File: src/rtl/ow_pkg.sv
package ow_pkg;

    localparam int REG_W  = 16;
    localparam int ADDR_W = 3;
    localparam int BYTE_W = 8;
    localparam int IDX_W  = $clog2(BYTE_W);

    // Bus timing in microsecond ticks
    localparam int RST_LOW_T = 480;
    localparam int RST_REL_T = 410;
    localparam int PRES_T    = 70;
    localparam int SLOT_T    = 70;
    localparam int W0_LOW_T  = 60;
    localparam int W1_LOW_T  = 6;
    localparam int SAMP_T    = 15;
    localparam int CNT_W     = $clog2(RST_LOW_T + RST_REL_T + 1);

    localparam logic [ADDR_W-1:0] A_CTRL = 3'd0;
    localparam logic [ADDR_W-1:0] A_DIV  = 3'd1;
    localparam logic [ADDR_W-1:0] A_DATA = 3'd2;
    localparam logic [ADDR_W-1:0] A_STAT = 3'd3;
    localparam logic [ADDR_W-1:0] A_IEN  = 3'd4;

    localparam int C_RST  = 7;
    localparam int C_PRES = 6;
    localparam int C_W0   = 5;
    localparam int C_W1   = 4;
    localparam int C_RDB  = 3;

    typedef enum logic [1:0] {
        SLOT_RESET = 2'd0,
        SLOT_W0    = 2'd1,
        SLOT_W1R   = 2'd2
    } slot_kind_e;

    typedef struct packed {
        logic rsrf;
        logic rbf;
        logic tsre;
        logic tbe;
    } byte_flags_t;

    function automatic logic [CNT_W-1:0] low_ticks(input slot_kind_e k);
        case (k)
            SLOT_RESET: low_ticks = CNT_W'(RST_LOW_T);
            SLOT_W0:    low_ticks = CNT_W'(W0_LOW_T);
            default:    low_ticks = CNT_W'(W1_LOW_T);
        endcase
    endfunction

    function automatic logic [CNT_W-1:0] last_tick(input slot_kind_e k);
        if (k == SLOT_RESET) last_tick = CNT_W'(RST_LOW_T + RST_REL_T - 1);
        else                 last_tick = CNT_W'(SLOT_T - 1);
    endfunction

    function automatic logic [CNT_W-1:0] samp_tick(input slot_kind_e k);
        if (k == SLOT_RESET) samp_tick = CNT_W'(RST_LOW_T + PRES_T);
        else                 samp_tick = CNT_W'(SAMP_T);
    endfunction

endpackage

File: src/rtl/ow_tick_gen.sv
module ow_tick_gen
    import ow_pkg::*;
(
    input  logic             clk,
    input  logic             rst,
    input  logic [REG_W-1:0] div,
    output logic             tick
);
    logic [REG_W-1:0] cnt;

    assign tick = (cnt >= div);

    always_ff @(posedge clk) begin
        if (rst)       cnt <= '0;
        else if (tick) cnt <= '0;
        else           cnt <= cnt + 1'b1;
    end
endmodule

File: src/rtl/ow_slot_engine.sv
module ow_slot_engine
    import ow_pkg::*;
(
    input  logic       clk,
    input  logic       rst,
    input  logic       tick,
    input  logic       start,
    input  slot_kind_e start_kind,
    input  logic       bus_s,
    output logic       busy,
    output logic       done,
    output slot_kind_e kind,
    output logic       drive_low,
    output logic       sample
);
    logic [CNT_W-1:0] cnt, cnt_n;
    logic             busy_n;
    slot_kind_e       kind_n;

    always_comb begin
        busy_n = busy;
        cnt_n  = cnt;
        kind_n = kind;
        done   = 1'b0;
        if (!busy) begin
            if (start) begin
                busy_n = 1'b1;
                cnt_n  = '0;
                kind_n = start_kind;
            end
        end else if (tick) begin
            if (cnt == last_tick(kind)) begin
                done   = 1'b1;
                busy_n = 1'b0;
            end else begin
                cnt_n = cnt + 1'b1;
            end
        end
    end

    always_ff @(posedge clk) begin
        if (rst) begin
            busy      <= 1'b0;
            cnt       <= '0;
            kind      <= SLOT_W1R;
            drive_low <= 1'b0;
            sample    <= 1'b0;
        end else begin
            busy      <= busy_n;
            cnt       <= cnt_n;
            kind      <= kind_n;
            drive_low <= busy_n && (cnt_n < low_ticks(kind_n));
            if (busy && tick && cnt == samp_tick(kind))
                sample <= bus_s;
        end
    end
endmodule

File: src/rtl/ow_byte_unit.sv
module ow_byte_unit
    import ow_pkg::*;
(
    input  logic              clk,
    input  logic              rst,
    input  logic              wr_req,
    input  logic [BYTE_W-1:0] wr_byte,
    input  logic              rd_ack,
    input  logic              eng_busy,
    input  logic              eng_done,
    input  logic              eng_sample,
    output logic              slot_start,
    output slot_kind_e        slot_kind,
    output byte_flags_t       flags,
    output logic [BYTE_W-1:0] rx_byte
);
    logic [BYTE_W-1:0] hold, tx_sh, rx_sh, rx_next;
    logic [IDX_W-1:0]  idx;
    logic              active, load;

    assign load       = !flags.tbe && !active && !eng_busy;
    assign slot_start = active && !eng_busy;
    assign slot_kind  = tx_sh[0] ? SLOT_W1R : SLOT_W0;
    assign flags.tsre = !active;
    assign rx_next    = {eng_sample, rx_sh[BYTE_W-1:1]};

    always_ff @(posedge clk) begin
        if (rst) begin
            hold       <= '0;
            tx_sh      <= '0;
            rx_sh      <= '0;
            rx_byte    <= '0;
            idx        <= '0;
            active     <= 1'b0;
            flags.tbe  <= 1'b1;
            flags.rbf  <= 1'b0;
            flags.rsrf <= 1'b0;
        end else begin
            if (wr_req && flags.tbe) begin
                hold      <= wr_byte;
                flags.tbe <= 1'b0;
            end
            if (load) begin
                tx_sh      <= hold;
                flags.tbe  <= 1'b1;
                active     <= 1'b1;
                idx        <= '0;
                flags.rsrf <= 1'b0;
            end
            if (rd_ack) flags.rbf <= 1'b0;
            if (active && eng_done) begin
                rx_sh <= rx_next;
                tx_sh <= tx_sh >> 1;
                idx   <= idx + 1'b1;
                if (idx == IDX_W'(BYTE_W - 1)) begin
                    active     <= 1'b0;
                    rx_byte    <= rx_next;
                    flags.rbf  <= 1'b1;
                    flags.rsrf <= 1'b1;
                end
            end
        end
    end
endmodule

File: src/rtl/ow_master.sv
module ow_master
    import ow_pkg::*;
#(
    parameter logic [15:0] DIV_INIT = 16'd99
) (
    input  logic              clk,
    input  logic              rst,
    input  logic              reg_wr,
    input  logic              reg_rd,
    input  logic [ADDR_W-1:0] reg_addr,
    input  logic [REG_W-1:0]  reg_wdata,
    output logic [REG_W-1:0]  reg_rdata,
    output logic              ow_drive_low,
    input  logic              ow_bus_in
);
    logic              bus_s1, bus_s2, tick;
    logic [REG_W-1:0]  div_q;
    logic [3:0]        ien_q;
    logic              presence_q, rdbit_q;
    logic              eng_busy, eng_done, eng_sample, eng_start;
    slot_kind_e        eng_kind, start_kind, ctrl_kind, byte_kind;
    logic              ctrl_wr, ctrl_go, byte_start;
    logic              st_tbe, st_tsre, st_rbf;
    byte_flags_t       flags;
    logic [BYTE_W-1:0] rx_byte;

    assign st_tbe  = flags.tbe;
    assign st_tsre = flags.tsre;
    assign st_rbf  = flags.rbf;

    always_ff @(posedge clk) begin
        if (rst) begin
            bus_s1 <= 1'b1;
            bus_s2 <= 1'b1;
        end else begin
            bus_s1 <= ow_bus_in;
            bus_s2 <= bus_s1;
        end
    end

    // Control-register start decode; reset has priority over drive-0 over write-1
    assign ctrl_wr = reg_wr && reg_addr == A_CTRL;
    always_comb begin
        ctrl_kind = SLOT_W1R;
        if (reg_wdata[C_RST])     ctrl_kind = SLOT_RESET;
        else if (reg_wdata[C_W0]) ctrl_kind = SLOT_W0;
        ctrl_go = ctrl_wr && !eng_busy && st_tsre && st_tbe &&
                  (reg_wdata[C_RST] || reg_wdata[C_W0] || reg_wdata[C_W1]);
    end

    assign eng_start  = ctrl_go || byte_start;
    assign start_kind = ctrl_go ? ctrl_kind : byte_kind;

    ow_tick_gen i_tick (
        .clk(clk), .rst(rst), .div(div_q), .tick(tick)
    );

    ow_slot_engine i_eng (
        .clk(clk), .rst(rst), .tick(tick), .start(eng_start),
        .start_kind(start_kind), .bus_s(bus_s2), .busy(eng_busy),
        .done(eng_done), .kind(eng_kind), .drive_low(ow_drive_low),
        .sample(eng_sample)
    );

    ow_byte_unit i_byte (
        .clk(clk), .rst(rst),
        .wr_req(reg_wr && reg_addr == A_DATA),
        .wr_byte(reg_wdata[BYTE_W-1:0]),
        .rd_ack(reg_rd && reg_addr == A_DATA),
        .eng_busy(eng_busy), .eng_done(eng_done), .eng_sample(eng_sample),
        .slot_start(byte_start), .slot_kind(byte_kind),
        .flags(flags), .rx_byte(rx_byte)
    );

    always_ff @(posedge clk) begin
        if (rst) begin
            div_q      <= DIV_INIT;
            ien_q      <= '0;
            presence_q <= 1'b0;
            rdbit_q    <= 1'b0;
        end else begin
            if (reg_wr && reg_addr == A_DIV) div_q <= reg_wdata;
            if (reg_wr && reg_addr == A_IEN) ien_q <= reg_wdata[5:2];
            if (eng_done && st_tsre) begin
                if (eng_kind == SLOT_RESET) presence_q <= !eng_sample;
                if (eng_kind == SLOT_W1R)   rdbit_q    <= eng_sample;
            end
        end
    end

    always_comb begin
        reg_rdata = '0;
        case (reg_addr)
            A_CTRL: begin
                reg_rdata[C_RST]  = eng_busy && st_tsre && eng_kind == SLOT_RESET;
                reg_rdata[C_PRES] = presence_q;
                reg_rdata[C_W0]   = eng_busy && st_tsre && eng_kind == SLOT_W0;
                reg_rdata[C_W1]   = eng_busy && st_tsre && eng_kind == SLOT_W1R;
                reg_rdata[C_RDB]  = rdbit_q;
            end
            A_DIV:  reg_rdata = div_q;
            A_DATA: reg_rdata[BYTE_W-1:0] = rx_byte;
            A_STAT: reg_rdata[5:2] = flags;
            A_IEN:  reg_rdata[5:2] = ien_q;
            default: reg_rdata = '0;
        endcase
    end
endmodule

File: config.mk
export PLATFORM = sky130hd
export DESIGN_NAME = ow_master
export DESIGN_NICKNAME = d
export VERILOG_FILES = /design/src/rtl/ow_pkg.sv /design/src/rtl/ow_tick_gen.sv /design/src/rtl/ow_slot_engine.sv /design/src/rtl/ow_byte_unit.sv /design/src/rtl/ow_master.sv
export SDC_FILE = /design/constraint.sdc
export NUM_CORES = 1
export LEC_CHECK = 0
export ABC_AREA = 1
export BUFFER_PORTS_ARGS = -buffer_cell sky130_fd_sc_hd__buf_2
export CORE_ASPECT_RATIO = 1.25
export CORE_MARGIN = 2
export CORE_UTILIZATION = 35
export DETAILED_ROUTE_END_ITERATION = 7
export PLACE_DENSITY = 0.61
export SLEW_MARGIN = 20
export SYNTH_ARGS = -nofsm -noshare
export SYNTH_HDL_FRONTEND = slang
export SYNTH_SLANG_ARGS = --single-unit
File: constraint.sdc
create_clock -name clk -period 3.8 [get_ports clk]
set_clock_uncertainty 0.05 [all_clocks]
set_input_delay 0.76 -clock clk [delete_from_list [all_inputs] [get_ports clk]]
set_output_delay 0.76 -clock clk [all_outputs]
set_load 0.01 [all_outputs]
==> impl_metrics.tcl, run 1 <==
set metrics [dict create \
    synthDistinctLibCells 46 \
    clockPowerShare_pct 44.6 \
    min_period_over_period_pct 75.8 \
    clkTransAtPathRegs_ns 0.07 \
    syn_to_final_growth_pct 14.4 \
    final-setup-viol-count 0 \
    io_pins 41 \
    power_mw 2.11 \
    htreeDepth 3 \
    clk_latency_ns 0.35 \
    relSlewSlack_pct 54.3 \
    drive_gt1_share_pct 13.5 \
    post_cts_resized 0 \
    synth_area_um2 4810 \
    hold_path_end "bus_s2" \
    hold_viol_final 0 \
    worst_r2r_endpoint "i_eng.drive_low" \
    routedWlPerCell_um 12.8 \
    antenna_left 0 \
    cts_tree "done" \
    synth-seq-area-share_pct 38.7 \
    core_um2 13300 \
    gp_congestion 0.867 \
    route.detailed.drc 0 \
    ys_async_sr_fraction_pct 0 \
    netlist_instances 670 \
    min-delay-start "bus_s1" \
    holdPathStages 1 \
    dr.first_iter.drc_count 150 \
    grt_pass1_wl_um 19300 \
    r2r_slack_ns 0.92 \
    final_cell_area_um2 5510 \
    p_per_area_nw_per_um2 384 \
    startpoint_type "flip-flop" \
    place_area_um2 5200 \
    r2r-start "div_q[7]" \
    endpoint_kind "flip-flop" \
    final_nets 763 \
    synth-edff-count 0 \
    avgViaCountPerCell 4.77 \
    start_util_pct 36.1 \
    ctsHoldBuffers 0 \
    intPower_mw 1.58 \
    final_cell_mix "nand2_1 (140), dfxtp_1 (93), inv_1 (91)" \
    cts_buffers 9 \
    grt.total_usage_pct 16.4 \
    tightest_slew_ns 0.684 \
    maxCapViolations 0 \
    worst_hold_path_type "flip-flop to flip-flop" \
    clock.fmax_mhz 347 \
    dp_hpwl_um 8690 \
    hold_ws_ns 0.360 \
    comb_power_share_pct 7.9 \
    die_h_um 135 \
    core.rowCount 47 \
    clockRootBuffer "clkbuf_16" \
    irDropWorstVdd_mv 0.205 \
    leakagePower_nw 2.42 \
    cts_setup_buffers 0 \
    die_w_um 109 \
    cts.sinks 93 \
    rsz0062_at_grt "no" \
    r2r_cells 22 \
    yosysWarnings 0 \
    worstPathMaxFanout 6 \
    power_switching_mw 0.537 \
    utilization_pct 41.3 \
    drtPass1Iterations 4 \
    grt_max_degree 28 \
    cts_buffer_depth 2 \
    wl_um 11400 \
    grt_pass1_vias 4021 \
    overflow 0 \
    p_sw_share_pct 25.4 \
    avgSynthCellArea_um2 7.19 \
    diodes 0 \
    arrival_ns 3.11 \
    ys_ff_latch 93 \
    worst-setup-path-type "flip-flop to flip-flop" \
    ys.flop_type "dfxtp_1" \
    portBuffers 40 \
    synth.net_count 722 \
    setup_tns_ns 0 \
    final_common_cell "nand2_1" \
    worstPathRequired_ns 4.03 \
    vias 4235 \
    antenna_found_initial 0 \
    status "finished clean" \
    p_seq_share_pct 47.5 \
    drv_slew 0 \
    final.min_clock_period_ns 2.88 \
    die_area_um2 14700 \
]
==> power groups by stage <==
stage | clock network [mW] | logic [mW] | registers (mW)
3_3_place_gp | 0 | 0.166 | 1.03
6_report | 0.942 | 0.167 | 1.00
5_1_grt | 1.01 | 0.193 | 1.01
2_1_floorplan | 0 | 0.112 | 1.02
3_5_place_dp | 0 | 0.168 | 1.03
4_1_cts | 0.963 | 0.169 | 1.00
==> critical path, cell delays in order (launching register included) <==
cell and delay, ns:
dfxtp_1 0.31, inv_1 0.06, ha_1 0.30, nand2_1 0.05
inv_1 0.07, nand2_1 0.06, nor2_1 0.10, nor2_1 0.04
nand2_1 0.08, nand2_1 0.05, nand2_1 0.07, nand3_1 0.19
nor2_1 0.19, nand2_1 0.09, o21ai_0 0.24, inv_1 0.08
ha_1 0.20, a21o_1 0.17, a21oi_1 0.12, nand2_1 0.06
nor2_1 0.08, nand2_1 0.06, nor2_1 0.09
==> metal layers <==
metal / wire length [µm] / track usage, % / vias to the layer above
met4: 198 / 5.84 / 0
met3: 346 / 2.41 / 13
li1: - / - / 2276
met5: 0 / 0 / -
met1: 5160 / 20.3 / 1879
met2: 5680 / 28.6 / 67
==> sequential cells by signal, summed over array words and instances, names as in the netlist, 2 cells and up <==
name,count
i_byte.hold,8
i_byte.flags,3
i_byte.idx,3
i_byte.tx_sh,8
i_byte.rx_sh,7
i_byte.rx_byte,8
i_eng.kind,2
i_eng.cnt,10
ien_q,4
div_q,16
i_tick.cnt,16
==> through the flow <==
stage | setup slack (ns) | std cells
2_1_floorplan | 0.993 | 670
6_report | 0.921 | 887
4_1_cts | 0.910 | 887
3_5_place_dp | 0.659 | 871
5_1_grt | 0.550 | 887
3_3_place_gp | 0.688 | 871
==> how the worst max path moves through the flow <==
stage,from,end,cells past startpoint
global placement,reg_addr[1],i_eng.drive_low,18
detailed placement,reg_addr[1],i_eng.drive_low,18
floorplan,reg_addr[1],i_eng.drive_low,17
finish,div_q[7],i_eng.drive_low,22
global route,div_q[15],i_eng.drive_low,17
CTS,i_tick.cnt[7],i_eng.drive_low,21
==> layout make-up <==
class | instances | area (µm²)
clock buffers | 9 | 225
multi-input cells | 461 | 2490
flip-flops and latches | 93 | 1860
well taps | 171 | 214
inverters | 99 | 374
fillers | 1395 | 7840
clock inverters | 7 | 86.3
repair buffers | 47 | 253
==> cells by family (layout without fill, tap and decap cells) <==
family	Yosys count	in the layout	synth area share, %
XOR/XNOR	7	7	1.43
flip-flops	93	93	38.7
adder cells (fa/ha/maj)	28	28	7.28
buffers and inverters	116	162	9.51
AO/OA/AOI/OAI	152	152	17.5
AND/OR/NAND/NOR	274	274	25.6
==> Yosys cell counts (2+ instances only) <==
cell	instances	share of area [%]
nor2_1	62	4.8
xor2_1	4	0.73
nand3b_1	2	0.31
inv_1	91	7.1
a22oi_1	2	0.31
buf_4	2	0.31
a21oi_1	57	5.9
xnor2_1	2	0.36
clkinv_2	2	0.21
o21ai_0	59	6.1
o21ai_1	9	0.94
o211ai_1	7	1.1
o31ai_1	2	0.31
nor3b_1	5	0.78
nor2_2	3	0.39
clkbuf_1	9	0.70
nor3_2	6	1.2
or2_2	3	0.39
nand3_2	3	0.62
nand4_1	10	1.3
ha_1	28	7.3
buf_2	4	0.42
nor3_1	10	1.0
nor2_4	4	0.94
nand2_2	2	0.26
nand2_1	140	11
a21oi_2	4	0.73
nand3_1	21	2.2
o2111ai_1	4	0.73
inv_2	5	0.39
dfxtp_1	93	39
(Power assumes the default switching activity.)
==> run 2: changes to the inputs <==
Settings changed: PLACE_DENSITY 0.61 to 0.62.
Clock period 3.8 ns to 2.35 ns, I/O delays scaled along.
==> run 2 against run 1 <==
The run now ends with negative setup slack left. Clock power increased by 50%. Setup slack lost 1.2 ns. Global-route usage grew 0.87 points. Critical path depth is 1 lower. Register-to-register slack got worse by 1.2 ns. Critical endpoint unchanged.
==> impl_metrics.tcl, run 2 (synthesized netlist as in run 1, its figures left out) <==
set metrics [dict create \
    status "finished with violations" \
    failed_checks "negative setup slack" \
    utilization_pct 48.2 \
    avgViaCountPerCell 4.77 \
    r2r-start "div_q[7]" \
    min_period_over_period_pct 114 \
    final_common_cell "nand2_1" \
    ctsHoldBuffers 0 \
    cts_buffers 9 \
    r2r_cells 21 \
    path_delay_family "simple AND/OR/NAND/NOR gates" \
    syn_to_final_growth_pct 33.8 \
    wl_um 12200 \
    diodes 0 \
    irDropWorstVdd_mv 0.318 \
    dp_hpwl_um 9200 \
    overflow 0 \
    worstPathRequired_ns 2.55 \
    die_area_um2 14700 \
    largest_registers "div_q x16, i_tick.cnt x16, i_eng.cnt x10" \
    routed-wl-met3_um 367 \
    antenna_left 0 \
    arrival_ns 2.86 \
    grt_max_degree 27 \
    core_um2 13300 \
    dr.first_iter.drc_count 285 \
    startpoint_type "flip-flop" \
    drive_gt1_share_pct 28.9 \
    relSlewSlack_pct 55.3 \
    route.detailed.drc 0 \
    maxCapViolations 0 \
    vias 4707 \
    met2_length_um 6130 \
    die_h_um 135 \
    cp.depth 21 \
    routedWlPerCell_um 12.3 \
    clkTransAtPathRegs_ns 0.07 \
    drv_slew 0 \
    p_per_area_nw_per_um2 527 \
    clk_latency_ns 0.35 \
    core.rowCount 47 \
    cts_tree "done" \
    slowest_stage "dfxtp_2" \
    gp_congestion 0.876 \
    endpoint_kind "flip-flop" \
    hold_viol_final 0 \
    htreeDepth 3 \
    drtPass1Iterations 5 \
    io_pins 41 \
    final.min_clock_period_ns 2.67 \
    min-delay-start "ow_bus_in" \
    cts.sinks 93 \
    wl_met1_um 5340 \
    final_nets 863 \
    grt.total_usage_pct 17.3 \
    place_area_um2 5960 \
    die_w_um 109 \
    r2r_slack_ns -0.32 \
    holdPathStages 2 \
    cp_cell_sequence "inv_2 > ha_4 > nand2_2 > inv_2 > nand2_2 > nor2_2 > nor2_1 > nand2_1 > nand2_1 > nand2_2 > nand3_4 > inv_2 > nand2_2 > o21ai_2 > inv_2 > ha_4 > a21oi_1 > o31ai_1 > nand4_1 > nand2_1 > nor2_1" \
    grt_pass1_wl_um 20100 \
    critical_path.max_stage_delay_ns 0.32 \
    clock.fmax_mhz 375 \
    clockRootBuffer "clkbuf_16" \
    grt_pass1_vias 4345 \
    worst_r2r_endpoint "i_eng.drive_low" \
    final_cell_mix "nand2_1 (134), buf_4 (104), dfxtp_1 (87)" \
    finalWorstSetupSlack_ns -0.318 \
    worst_hold_path_type "input port to flip-flop" \
    hold_path_end "bus_s1" \
    leakagePower_nw 2.92 \
    worstPathMaxFanout 5 \
    highest_layer "met4" \
    cts_buffer_depth 2 \
    final_cell_area_um2 6440 \
    tightest_slew_ns 0.670 \
    crit_buf_inv 4 \
    final-setup-viol-count 1 \
    worst-setup-path-type "flip-flop to flip-flop" \
    portBuffers 40 \
    start_util_pct 36.1 \
    rsz0062_at_grt "yes" \
    antenna_found_initial 0 \
]
run 2: power by group:
group          internal, mW  switching (mW)
sequential             1.61          0.0141
combinational         0.162           0.206
clock                 0.735           0.673
total                  2.50           0.892
run 2: area by class of cell:
cell class / count / area (µm²)
clock buffers: 9 / 225
clock inverters: 7 / 56.3
fillers: 1294 / 6910
inverters: 99 / 377
multi-input cells: 461 / 2680
well taps: 171 / 214
flip-flops and latches: 93 / 1870
repair buffers: 147 / 1020
run 2: metal layers:
layer,global-route usage (%),vias to the layer above
li1,-,2482
met1,21.1,2116
met2,29.8,84
met3,2.55,25
met4,7.41,0
met5,0,-
run 2: worst register-to-register path, cell delays in order, from the launching register on:
cell and delay [ns]:
dfxtp_2 0.32, inv_2 0.04, ha_4 0.26, nand2_2 0.05, inv_2 0.05, nand2_2 0.06, nor2_2 0.09, nor2_1 0.04
nand2_1 0.09, nand2_1 0.07, nand2_2 0.12, nand3_4 0.13, inv_2 0.09, nand2_2 0.05, o21ai_2 0.16, inv_2 0.06
ha_4 0.26, a21oi_1 0.06, o31ai_1 0.28, nand4_1 0.12, nand2_1 0.08, nor2_1 0.04
run 2: per-stage QoR:
stage               std cells  power (mW)  setup TNS, ns  hold slack, ns  setup WS (ns)
floorplan                 670        1.84        -0.0832           0.339        -0.0832
global placement          962        2.01         -0.272           0.344         -0.272
detailed placement        962        2.01         -0.330           0.343         -0.318
CTS                       981        3.42         -0.284           0.244         -0.284
global route              987        3.55          -2.67           0.248         -0.514
finish                    987        3.40         -0.318           0.251         -0.318
run 2: how the worst max path moves through the flow:
| stage | startpoint | end |
|---|---|---|
| finish | div_q[7] | i_eng.drive_low |
| global route | div_q[7] | i_eng.drive_low |
| CTS | div_q[6] | i_eng.drive_low |
| detailed placement | div_q[6] | i_eng.drive_low |
| global placement | div_q[1] | i_eng.drive_low |
| floorplan | div_q[6] | i_eng.drive_low |
run 2: repair_timing:
item                                    4_1_cts  5_1_grt
setup buffers                                 2        6
pin swaps                                     9       21
cloned                                        1        0
gates resized for setup                      11       30
endpoints found under the setup margin        9       34
==> run 3: changes to the inputs <==
Settings changed: CELL_PAD_IN_SITES_DETAIL_PLACEMENT from default to 0, CELL_PAD_IN_SITES_GLOBAL_PLACEMENT from default to 1, PLACE_DENSITY 0.62 to 0.78, SYNTH_HIERARCHICAL from default to 1.
==> run 3 against run 2 <==
The run still ends with negative setup slack left. Clock power up 9%. Combinational power up 23%. Power up 6.8%. Setup slack better by 0.15 ns. Hold slack worse by 0.017 ns. Sequential cell count unchanged. Synthesized cell count up 17%. Critical path type unchanged.
==> impl_metrics.tcl, run 3 <==
set metrics [dict create \
    grt_pass1_vias 4958 \
    intPower_mw 2.63 \
    arrival_ns 2.76 \
    grt_pass1_wl_um 23400 \
    dp.cells 1096 \
    cts.sinks 93 \
    p_per_area_nw_per_um2 500 \
    synthTopCellsByCount "nand2_1 (173), nor2_1 (126), inv_1 (95)" \
    rsz0062_at_grt "yes" \
    io_pins 41 \
    gp_congestion 0.894 \
    grt_max_degree 36 \
    grt.total_usage_pct 18.1 \
    clkTransAtPathRegs_ns 0.07 \
    dp_hpwl_um 10600 \
    endpoint_kind "flip-flop" \
    overflow 0 \
    drive_gt1_share_pct 32.8 \
    synth-edff-count 0 \
    fillCellCount 1574 \
    cts_buffer_depth 2 \
    synth_area_um2 5520 \
    vias 5165 \
    final_cell_mix "nand2_1 (161), nor2_1 (120), buf_4 (95)" \
    synth.area.top_cells "dfxtp_1 (34%), nand2_1 (12%), nor2_1 (8.6%), inv_1 (6.5%), ha_1 (6.3%)" \
    yosysWarnings 6 \
    drtPass1Iterations 4 \
    seqCellArea_um2 1870 \
    drv_slew 0 \
    die_w_um 116 \
    start_util_pct 35.6 \
    yosysMostFrequentCell "nand2_1" \
    worstPathMaxFanout 7 \
    final_common_cell "nand2_1" \
    synth-seq-area-share_pct 33.7 \
    hold_viol_final 0 \
    diodes 0 \
    final-setup-viol-count 7 \
    worst_hold_path_type "input port to flip-flop" \
    clockRootBuffer "clkbuf_16" \
    dp_slack_ns -0.358 \
    power_mw 3.63 \
    power_switching_mw 0.991 \
    ys_async_sr_fraction_pct 0 \
    worst-setup-path-type "flip-flop to flip-flop" \
    comb_power_share_pct 12.5 \
    antenna_found_initial 0 \
    failed_checks "negative setup slack" \
    final.min_clock_period_ns 2.51 \
    worstPathRequired_ns 2.60 \
    leakagePower_nw 3.35 \
    synth_top_area_cell "dfxtp_1" \
    p_sw_share_pct 27.3 \
    dr.first_iter.drc_count 211 \
    p_seq_share_pct 45.0 \
    antenna_left 0 \
    cts_tree "done" \
    finalWorstSetupSlack_ns -0.165 \
    core.rowCount 51 \
    route.detailed.drc 0 \
    synth_top_area_share_pct 33.7 \
    startpoint_type "flip-flop" \
    die_area_um2 16800 \
    die_h_um 144 \
    syn_to_final_growth_pct 31.4 \
    min_period_over_period_pct 107 \
    portBuffers 40 \
    ctsHoldBuffers 0 \
    layoutNonFillerInstCount 1129 \
    synth.net_count 836 \
    status "finished with violations" \
    final_nets 964 \
    multiInputGateArea_um2 3330 \
    maxCapViolations 0 \
    clockPowerShare_pct 42.5 \
    synthDistinctLibCells 43 \
    ys.flop_type "dfxtp_1" \
    clock.fmax_mhz 398 \
    setup_tns_ns -0.306 \
    avgViaCountPerCell 4.57 \
    largest_registers "div_q x16, i_tick/cnt x16, i_eng/cnt x10" \
    irDropWorstVdd_mv 0.327 \
    core_um2 15500 \
    cts_buffers 9 \
    avgSynthCellArea_um2 7.05 \
    htreeDepth 3 \
    netlist_instances 784 \
    clk_latency_ns 0.36 \
    relSlewSlack_pct 64.0 \
    wl_um 14400 \
    routedWlPerCell_um 12.8 \
    ys_ff_latch 93 \
    tightest_slew_ns 0.539 \
    hold_ws_ns 0.234 \
]
## run 3: cell count changes in the layout (fill, tap and decap cells not counted), sizes merged, moves of 6 or more
cell and change:
nand2 +43, o211ai -6, inv +10, nor2 +81, buf -6, a21oi -28
nor3 -13, o21ai -34, nand4 +23, nand3 +39
## run 3: layer usage
metal  global-route usage (%)  up-vias  routed length (µm)
met4                     7.58        0                 314
met5                        0        -                   0
met2                     31.9       75                7360
li1                         -     2747                   -
met1                     21.4     2322                6360
met3                     3.27       21                 382
## run 3: worst paths after layout
path	from	end	slack (ns)	depth (start not counted)
worst max-delay path	div_q[3]	i_eng/drive_low	-0.16	22
worst min-delay path	ow_bus_in	bus_s1	0.23	2
worst max register to register	div_q[3]	i_eng/drive_low	-0.16	22
worst min register to register	bus_s1	bus_s2	0.36	1
## run 3: cell type report
type	instances	area share, %
clock buffer	9	3.10
clock inverter	7	1.10
inverter	109	6.12
multi-input combinational	557	45.9
sequential	93	25.8
tap	212	3.66
timing repair buffer	142	14.3
## run 3: logic make-up (layout without fill, tap and decap cells)
kind of cell / after synthesis / in the layout / share of synthesized area, %
xor gates and xnor gates: 16 / 16 / 2.67
and+or+nand+nor: 439 / 441 / 37.7
DFF: 93 / 93 / 33.7
buffers and inverters: 136 / 267 / 12.0
adders and majority gates: 28 / 28 / 6.34
AOI/OAI and AO/OA: 72 / 72 / 7.50
## run 3: through the flow
step                      utilization [%]  area, µm²
after CTS                            44.9       6970
after floorplan                         -       5570
after detailed placement             41.6       6460
after global routing                 46.8       7260
final                                46.8       7260
after global placement               41.6       6460
## run 3: critical path: stages, from the launching register on
cell and delay (ns):
dfxtp_2 0.34, inv_2 0.04, ha_4 0.27, nand2_4 0.05
nor2_2 0.09, nor2_1 0.05, nand2_1 0.06, nand2_1 0.05
nand2_2 0.08, nand2_4 0.07, nand2_4 0.08, nand2_4 0.06
inv_6 0.08, nand2_8 0.07, nor2_4 0.13, nand2_2 0.09
o21ai_4 0.08, ha_4 0.23, a21oi_2 0.12, o21ai_1 0.07
nand4_1 0.07, nand3_1 0.10, a21oi_2 0.11
## run 3: repair_timing
item / CTS / global route
gates resized for setup: 31 / 44
setup buffers: 8 / 6
hold endpoints to repair: 0 / 0
endpoints found under the setup margin: 32 / 33
pin swaps: 21 / 23
cloned: 1 / 2
## run 3: power by group through the flow
| stage | clock network, mW | logic [mW] | registers, mW |
|---|---|---|---|
| 5_1_grt | 1.66 | 0.506 | 1.64 |
| 4_1_cts | 1.59 | 0.429 | 1.63 |
| 3_3_place_gp | 0 | 0.412 | 1.67 |
| 3_5_place_dp | 0 | 0.413 | 1.66 |
| 2_1_floorplan | 0 | 0.257 | 1.67 |
| 6_report | 1.54 | 0.452 | 1.63 |
